<file path="src/rtl/disc_pkg.sv">
package disc_pkg;
  typedef enum logic {
    MODE_SLOPE = 1'b0,
    MODE_CFD   = 1'b1
  } disc_mode_e;

  localparam int unsigned NUM_DIR = 2;  // 0 rising, 1 falling
endpackage

</file>
<file path="src/rtl/disc_delay_line.sv">
module disc_delay_line #(
  parameter int unsigned SW    = 14,
  parameter int unsigned DEPTH = 64,
  localparam int unsigned DLYW = $clog2(DEPTH)
) (
  input  logic            clk_i,
  input  logic            rst_ni,
  input  logic [SW-1:0]   din_i,
  input  logic [DLYW-1:0] dly_i,
  output logic [SW-1:0]   tap_o
);
  logic [SW-1:0]   hist_q [DEPTH];
  logic [DLYW-1:0] dly_eff;
  logic [DLYW-1:0] tap_idx;

  always_ff @(posedge clk_i or negedge rst_ni) begin
    if (!rst_ni) begin
      for (int i = 0; i < DEPTH; i++) hist_q[i] <= '0;
    end else begin
      hist_q[0] <= din_i;
      for (int i = 1; i < DEPTH; i++) hist_q[i] <= hist_q[i-1];
    end
  end

  // hist_q[0] already holds X(n-1)
  always_comb begin
    dly_eff = (dly_i == '0) ? DLYW'(1) : dly_i;
    tap_idx = DLYW'(dly_eff - DLYW'(1));
    tap_o   = hist_q[tap_idx];
  end
endmodule

</file>
<file path="src/rtl/disc_arm.sv">
module disc_arm #(
  parameter int unsigned DW = 16
) (
  input  logic                 clk_i,
  input  logic                 rst_ni,
  input  logic                 en_i,
  input  logic                 clr_i,
  input  logic signed [DW-1:0] dif_i,
  input  logic signed [DW-1:0] thr_i,
  input  logic signed [DW-1:0] cfd_i,
  input  logic signed [DW-1:0] cfd_prev_i,
  output logic                 fire_o
);
  logic                 armed_q;
  logic signed [DW-1:0] ref_q;

  always_ff @(posedge clk_i or negedge rst_ni) begin
    if (!rst_ni) begin
      armed_q <= 1'b0;
      ref_q   <= '0;
    end else if (clr_i) begin
      armed_q <= 1'b0;
    end else if (!armed_q && en_i && (dif_i > thr_i)) begin
      armed_q <= 1'b1;
      ref_q   <= cfd_prev_i;
    end
  end

  // inputs arrive sign-normalised: a crossing is always a fall back to the reference
  assign fire_o = en_i && armed_q && (cfd_i <= ref_q);
endmodule

</file>
<file path="src/rtl/disc_holdoff.sv">
module disc_holdoff #(
  parameter int unsigned HOW = 16
) (
  input  logic           clk_i,
  input  logic           rst_ni,
  input  logic           raw_i,
  input  logic [HOW-1:0] len_i,
  output logic           fire_now_o,
  output logic           busy_o,
  output logic           fire_o
);
  logic [HOW-1:0] cnt_q;

  assign busy_o     = (cnt_q != '0);
  assign fire_now_o = raw_i && !busy_o;

  always_ff @(posedge clk_i or negedge rst_ni) begin
    if (!rst_ni) begin
      cnt_q  <= '0;
      fire_o <= 1'b0;
    end else begin
      fire_o <= fire_now_o;
      if (fire_now_o)  cnt_q <= len_i;
      else if (busy_o) cnt_q <= cnt_q - 1'b1;
    end
  end
endmodule

</file>
<file path="src/rtl/disc_ts_counter.sv">
module disc_ts_counter #(
  parameter int unsigned TSW = 48
) (
  input  logic           clk_i,
  input  logic           rst_ni,
  input  logic           clr_i,
  output logic [TSW-1:0] ts_o
);
  always_ff @(posedge clk_i or negedge rst_ni) begin
    if (!rst_ni)    ts_o <= '0;
    else if (clr_i) ts_o <= '0;
    else            ts_o <= ts_o + 1'b1;
  end
endmodule

</file>
<file path="src/rtl/edge_disc.sv">
module edge_disc
  import disc_pkg::*;
#(
  parameter int unsigned SW    = 14,
  parameter int unsigned DEPTH = 64,
  parameter int unsigned FW    = 8,
  parameter int unsigned HOW   = 16,
  parameter int unsigned TSW   = 48,
  localparam int unsigned DLYW = $clog2(DEPTH)
) (
  input  logic            clk_i,
  input  logic            rst_ni,
  input  logic [SW-1:0]   sample_i,
  input  logic            ts_clear_i,
  input  logic            mode_i,
  input  logic [1:0]      pol_i,
  input  logic [DLYW-1:0] delay_i,
  input  logic [SW-1:0]   thresh_i,
  input  logic [SW-1:0]   coarse_thresh_i,
  input  logic [FW-1:0]   frac_i,
  input  logic [HOW-1:0]  holdoff_i,
  output logic            fire_o,
  output logic            coarse_fire_o,
  output logic [TSW-1:0]  fire_ts_o,
  output logic [TSW-1:0]  ts_o
);
  localparam int unsigned DW = SW + 2;
  localparam int unsigned PW = SW + FW;

  logic [SW-1:0]        old_smp;
  logic [PW-1:0]        prod;
  logic signed [DW-1:0] cur_s, old_s, diff_s, cfd_s, cfd_prev_q, thr_s, cthr_s;
  logic [NUM_DIR-1:0]   le_hit, co_hit, cfd_hit;
  logic                 is_cfd, raw_main, raw_coarse;
  logic                 fire_now, main_busy, arm_clr;
  logic                 co_fire_now, co_busy;
  logic [TSW-1:0]       fire_ts_q;

  disc_delay_line #(.SW(SW), .DEPTH(DEPTH)) i_dline (
    .clk_i, .rst_ni, .din_i(sample_i), .dly_i(delay_i), .tap_o(old_smp)
  );

  disc_ts_counter #(.TSW(TSW)) i_ts (
    .clk_i, .rst_ni, .clr_i(ts_clear_i), .ts_o(ts_o)
  );

  always_comb begin
    cur_s  = $signed({2'b00, sample_i});
    old_s  = $signed({2'b00, old_smp});
    diff_s = cur_s - old_s;
    prod   = PW'(sample_i) * PW'(frac_i);
    cfd_s  = $signed({2'b00, prod[PW-1:FW]}) - old_s;
    thr_s  = $signed({2'b00, thresh_i});
    cthr_s = $signed({2'b00, coarse_thresh_i});
    is_cfd = (disc_mode_e'(mode_i) == MODE_CFD);
  end

  always_ff @(posedge clk_i or negedge rst_ni) begin
    if (!rst_ni) cfd_prev_q <= '0;
    else         cfd_prev_q <= cfd_s;
  end

  assign arm_clr = !is_cfd || main_busy || fire_now;

  for (genvar k = 0; k < NUM_DIR; k++) begin : g_dir
    logic signed [DW-1:0] dif_k, cfd_k, prev_k;
    if (k == 0) begin : g_rise
      assign dif_k  = diff_s;
      assign cfd_k  = cfd_s;
      assign prev_k = cfd_prev_q;
    end else begin : g_fall
      assign dif_k  = -diff_s;
      assign cfd_k  = -cfd_s;
      assign prev_k = -cfd_prev_q;
    end

    assign le_hit[k] = pol_i[k] && (dif_k > thr_s);
    assign co_hit[k] = pol_i[k] && (dif_k > cthr_s);

    disc_arm #(.DW(DW)) i_arm (
      .clk_i, .rst_ni,
      .en_i      (pol_i[k]),
      .clr_i     (arm_clr),
      .dif_i     (dif_k),
      .thr_i     (thr_s),
      .cfd_i     (cfd_k),
      .cfd_prev_i(prev_k),
      .fire_o    (cfd_hit[k])
    );
  end

  assign raw_main   = is_cfd ? |cfd_hit : |le_hit;
  assign raw_coarse = |co_hit;

  disc_holdoff #(.HOW(HOW)) i_ho_main (
    .clk_i, .rst_ni, .raw_i(raw_main), .len_i(holdoff_i),
    .fire_now_o(fire_now), .busy_o(main_busy), .fire_o(fire_o)
  );

  disc_holdoff #(.HOW(HOW)) i_ho_coarse (
    .clk_i, .rst_ni, .raw_i(raw_coarse), .len_i(holdoff_i),
    .fire_now_o(co_fire_now), .busy_o(co_busy), .fire_o(coarse_fire_o)
  );

  always_ff @(posedge clk_i or negedge rst_ni) begin
    if (!rst_ni)       fire_ts_q <= '0;
    else if (fire_now) fire_ts_q <= ts_o;
  end

  assign fire_ts_o = fire_ts_q;
endmodule

</file>
<file path="config.mk">
export PLATFORM = sky130hd
export DESIGN_NAME = edge_disc
export DESIGN_NICKNAME = d
export VERILOG_FILES = /design/src/rtl/disc_pkg.sv /design/src/rtl/disc_delay_line.sv /design/src/rtl/disc_arm.sv /design/src/rtl/disc_holdoff.sv /design/src/rtl/disc_ts_counter.sv /design/src/rtl/edge_disc.sv
export SDC_FILE = /design/constraint.sdc
export NUM_CORES = 2
export LEC_CHECK = 0
export BUFFER_PORTS_ARGS = -buffer_cell sky130_fd_sc_hd__buf_2
export CORE_ASPECT_RATIO = 1.75
export CORE_UTILIZATION = 50
export CTS_BUF_LIST = sky130_fd_sc_hd__clkbuf_8
export CTS_CLUSTER_SIZE = 28
export DETAILED_ROUTE_END_ITERATION = 12
export HOLD_SLACK_MARGIN = 0.03
export PLACE_DENSITY = 0.67
export SLEW_MARGIN = 0
export SYNTH_ARGS = -nofsm -noshare
export SYNTH_HDL_FRONTEND = slang
export SYNTH_HIERARCHICAL = 1
export SYNTH_SLANG_ARGS = --single-unit
</file>
<file path="constraint.sdc">
create_clock -name clk_i -period 24 [get_ports clk_i]
set_input_delay 3.6 -clock clk_i [delete_from_list [all_inputs] [get_ports clk_i]]
set_output_delay 3.6 -clock clk_i [all_outputs]
set_load 0.01 [all_outputs]
</file>
==> impl_metrics.yaml <==
run_status:
  outcome: "finished clean"
yosys:
  synth_cell_types: 95
  ys_seq_area_frac: 0.544
  yosysWarnings: 6
  ys_seq_elements: 1075
  syn_avg_cell_area_sq_um: 11.3
  synth_edf_count: 0
  async_flop_share: 1.00
  netlist_instances: 4390
  synth_area_sq_mm: 0.0494
  synth_flop_cell: "dfrtp_1"
floorplan:
  die_x_microns: 240
  row_count: 152
  num_io_pins: 176
  die_y_microns: 418
  dieArea_sq_mm: 0.100
  fp.coreArea_sq_mm: 0.0979
  initial_core_util: 0.505
pwr:
  power.switching_uw: 2210
  clock_power_share: 0.255
  internal_power_uw: 3540
  comb_power_share: 0.404
  pwr-share-seq: 0.340
  p_sw_frac: 0.385
  p_leak_uw: 0.0252
  power_uw: 5760
  peakVddDrop_uv: 161
  power.density_mw_per_mm2: 105
worst_setup_path:
  rrSetupSlack_ns: 14.70
  reg2reg_depth: 35
  crit_type: "in -> reg"
  endpoint_kind: "flip-flop"
  crit_top_cell: "buf_4"
  cp_top_family: "simple AND/OR/NAND/NOR gates"
  cp_slowest_stage_delay_ns: 0.83
  cp_slowest_cell: "or2_4"
  crit_required_ns: 24.71
  rr_endpoint: "g_dir[1].i_arm/ref_q[0]"
  worst-path-buf-inv: 9
  r2r_start: "i_dline/hist_q[786]"
  path_max_fanout: 117
  worstPathArrival_ns: 17.10
  critPathLaunchType: "input port"
detailed_routing:
  drt_iter0_drc: 3001
  final_antenna_net_count: 0
  viasPerCell: 6.01
  num_vias: 36000
  wire_per_inst_microns: 23.3
  firstDrtPassIters: 5
  drc: 0
  wirelength_mm: 139
sta:
  setup_viol: 0
  tightest_slew_ns: 1.08
  min_period_ns: 16.39
  setup_tns_ns: 0
  grt_setup_unrepaired: "no"
  fin_crit_sh: 0.683
  slew_headroom: 0.280
  skew_ns: 0.0364
  finalHoldViolations: 0
  fmax_mhz: 61.0
  final_max_slew_viol_count: 0
  holdWs_ns: 0.354
final_layout:
  syn_to_final_growth_pct: 10.7
  mostFrequentLayoutCells: "dfrtp_1, nor2_1, nand2_1"
  mostFrequentLayoutCell: "dfrtp_1"
  drive_above_1_share: 0.132
  nNetsFinal: 4907
  fill_cells: 8321
clock_network:
  root_buffer: "clkbuf_8"
  clock_path_buffers: 3
  cts_tree: "built"
  clk_pin_slew_worst_paths_ns: 0.07
  clkLatencyLatePin_ns: 0.86
  cts-hold-fix-buffers: 0
  htree_levels: 4
  cts-resized-gates: 0
  post_cts_buffers: 0
  cts_buffers: 151
  numClockSinks: 1075
worst_hold_path:
  holdPathStages: 0
  hp-class: "reg -> reg"
  hold_path_end: "i_dline/hist_q[862]"
  min_from: "i_dline/hist_q[876]"
global_routing:
  grt_pass1_wl_mm: 218
  grt_max_degree: 194
  grt_usage: 0.287
  grt_overflow: 0
  grt_antenna_before_repair: 5
  grt_pass1_vias: 37500
place:
  portBuffers: 175
  gp_congestion: 0.918
  dp_hpwl_mm: 91.0
job:
  cap_violations: 0
stage by stage:
stage	cell area (sq um)	instances	util	worst slack, ns
3_5_place_dp	51600	5718	0.527	6.88
2_1_floorplan	49400	4393	-	10.45
5_1_grt	54700	5985	0.558	7.12
3_3_place_gp	51600	5718	0.527	6.99
6_report	54700	5985	0.558	7.61
4_1_cts	54700	5983	0.558	7.76
cell families (layout without fill, tap and decap cells):
| kind of cell | count (synthesis) | count (layout) | share of synthesized area |
|---|---|---|---|
| fa+ha+maj | 267 | 267 | 0.0787 |
| compound gates | 768 | 768 | 0.105 |
| other cells | 1 | 6 | 0.0000759 |
| buf+inv | 460 | 741 | 0.0389 |
| mux | 340 | 340 | 0.0731 |
| xor+xnor | 118 | 118 | 0.0209 |
| flops | 1075 | 1075 | 0.544 |
| simple gates | 1361 | 1361 | 0.140 |
how the worst max path moves through the flow:
stage / start / end / depth (start not counted)
after global placement: delay_i[2] / g_dir[0].i_arm/ref_q[0] / 45
final: delay_i[2] / g_dir[1].i_arm/ref_q[0] / 45
after floorplan: frac_i[2] / g_dir[0].i_arm/ref_q[0] / 49
after CTS: delay_i[2] / g_dir[0].i_arm/ref_q[11] / 45
after global routing: delay_i[1] / g_dir[0].i_arm/ref_q[9] / 45
after detailed placement: delay_i[2] / g_dir[0].i_arm/ref_q[11] / 45
cell usage after synthesis, drive strengths merged (88+ instances only):
library cell,count,area [sq um]
dfrtp,1075,26900
nor2,326,1220
nand2,286,1070
mux2i,253,2530
nor3,246,1260
inv,227,855
ha,194,2430
a21oi,193,981
clkbuf,144,541
o21ai,134,671
and2,99,619
buf,88,523
layer usage:
metal	share of wire	global-route usage	vias up
li1	-	-	16000
met1	0.38	0.341	18200
met2	0.50	0.491	1296
met3	0.056	0.0498	436
met4	0.056	0.157	4
met5	0.00015	0	-
flip-flops by register name, indices dropped and copies added (netlist names), 2 cells and up:
name                 cells
i_dline/hist_q         896
fire_ts_o               48
i_ts/ts_o               48
g_dir.i_arm/ref_q       32
i_ho_coarse/cnt_q       16
i_ho_main/cnt_q         16
cfd_prev_q              15
g_dir.i_arm/armed_q      2
power by group through the flow:
stage / clock (uW) / combinational, uW / sequential [uW]
finish: 1470 / 2330 / 1960
global route: 1580 / 2580 / 1970
CTS: 1500 / 2310 / 1960
detailed placement: 0 / 2290 / 1990
global placement: 0 / 2270 / 1990
floorplan: 0 / 1640 / 1970
cell type report:
| cell class | instances | area [sq um] | share of cell area |
|---|---|---|---|
| multi-input combinational | 2858 | 20700 | 0.379 |
| inverter | 228 | 868 | 0.0159 |
| antenna | 2 | 5.00 | 0.0000915 |
| timing repair buffer | 248 | 1470 | 0.0268 |
| clock inverter | 74 | 447 | 0.00817 |
| clock buffer | 191 | 2630 | 0.0481 |
| tap | 1309 | 1640 | 0.0299 |
| sequential | 1075 | 26900 | 0.492 |
Note: power is estimated with default switching activity, not from simulation.
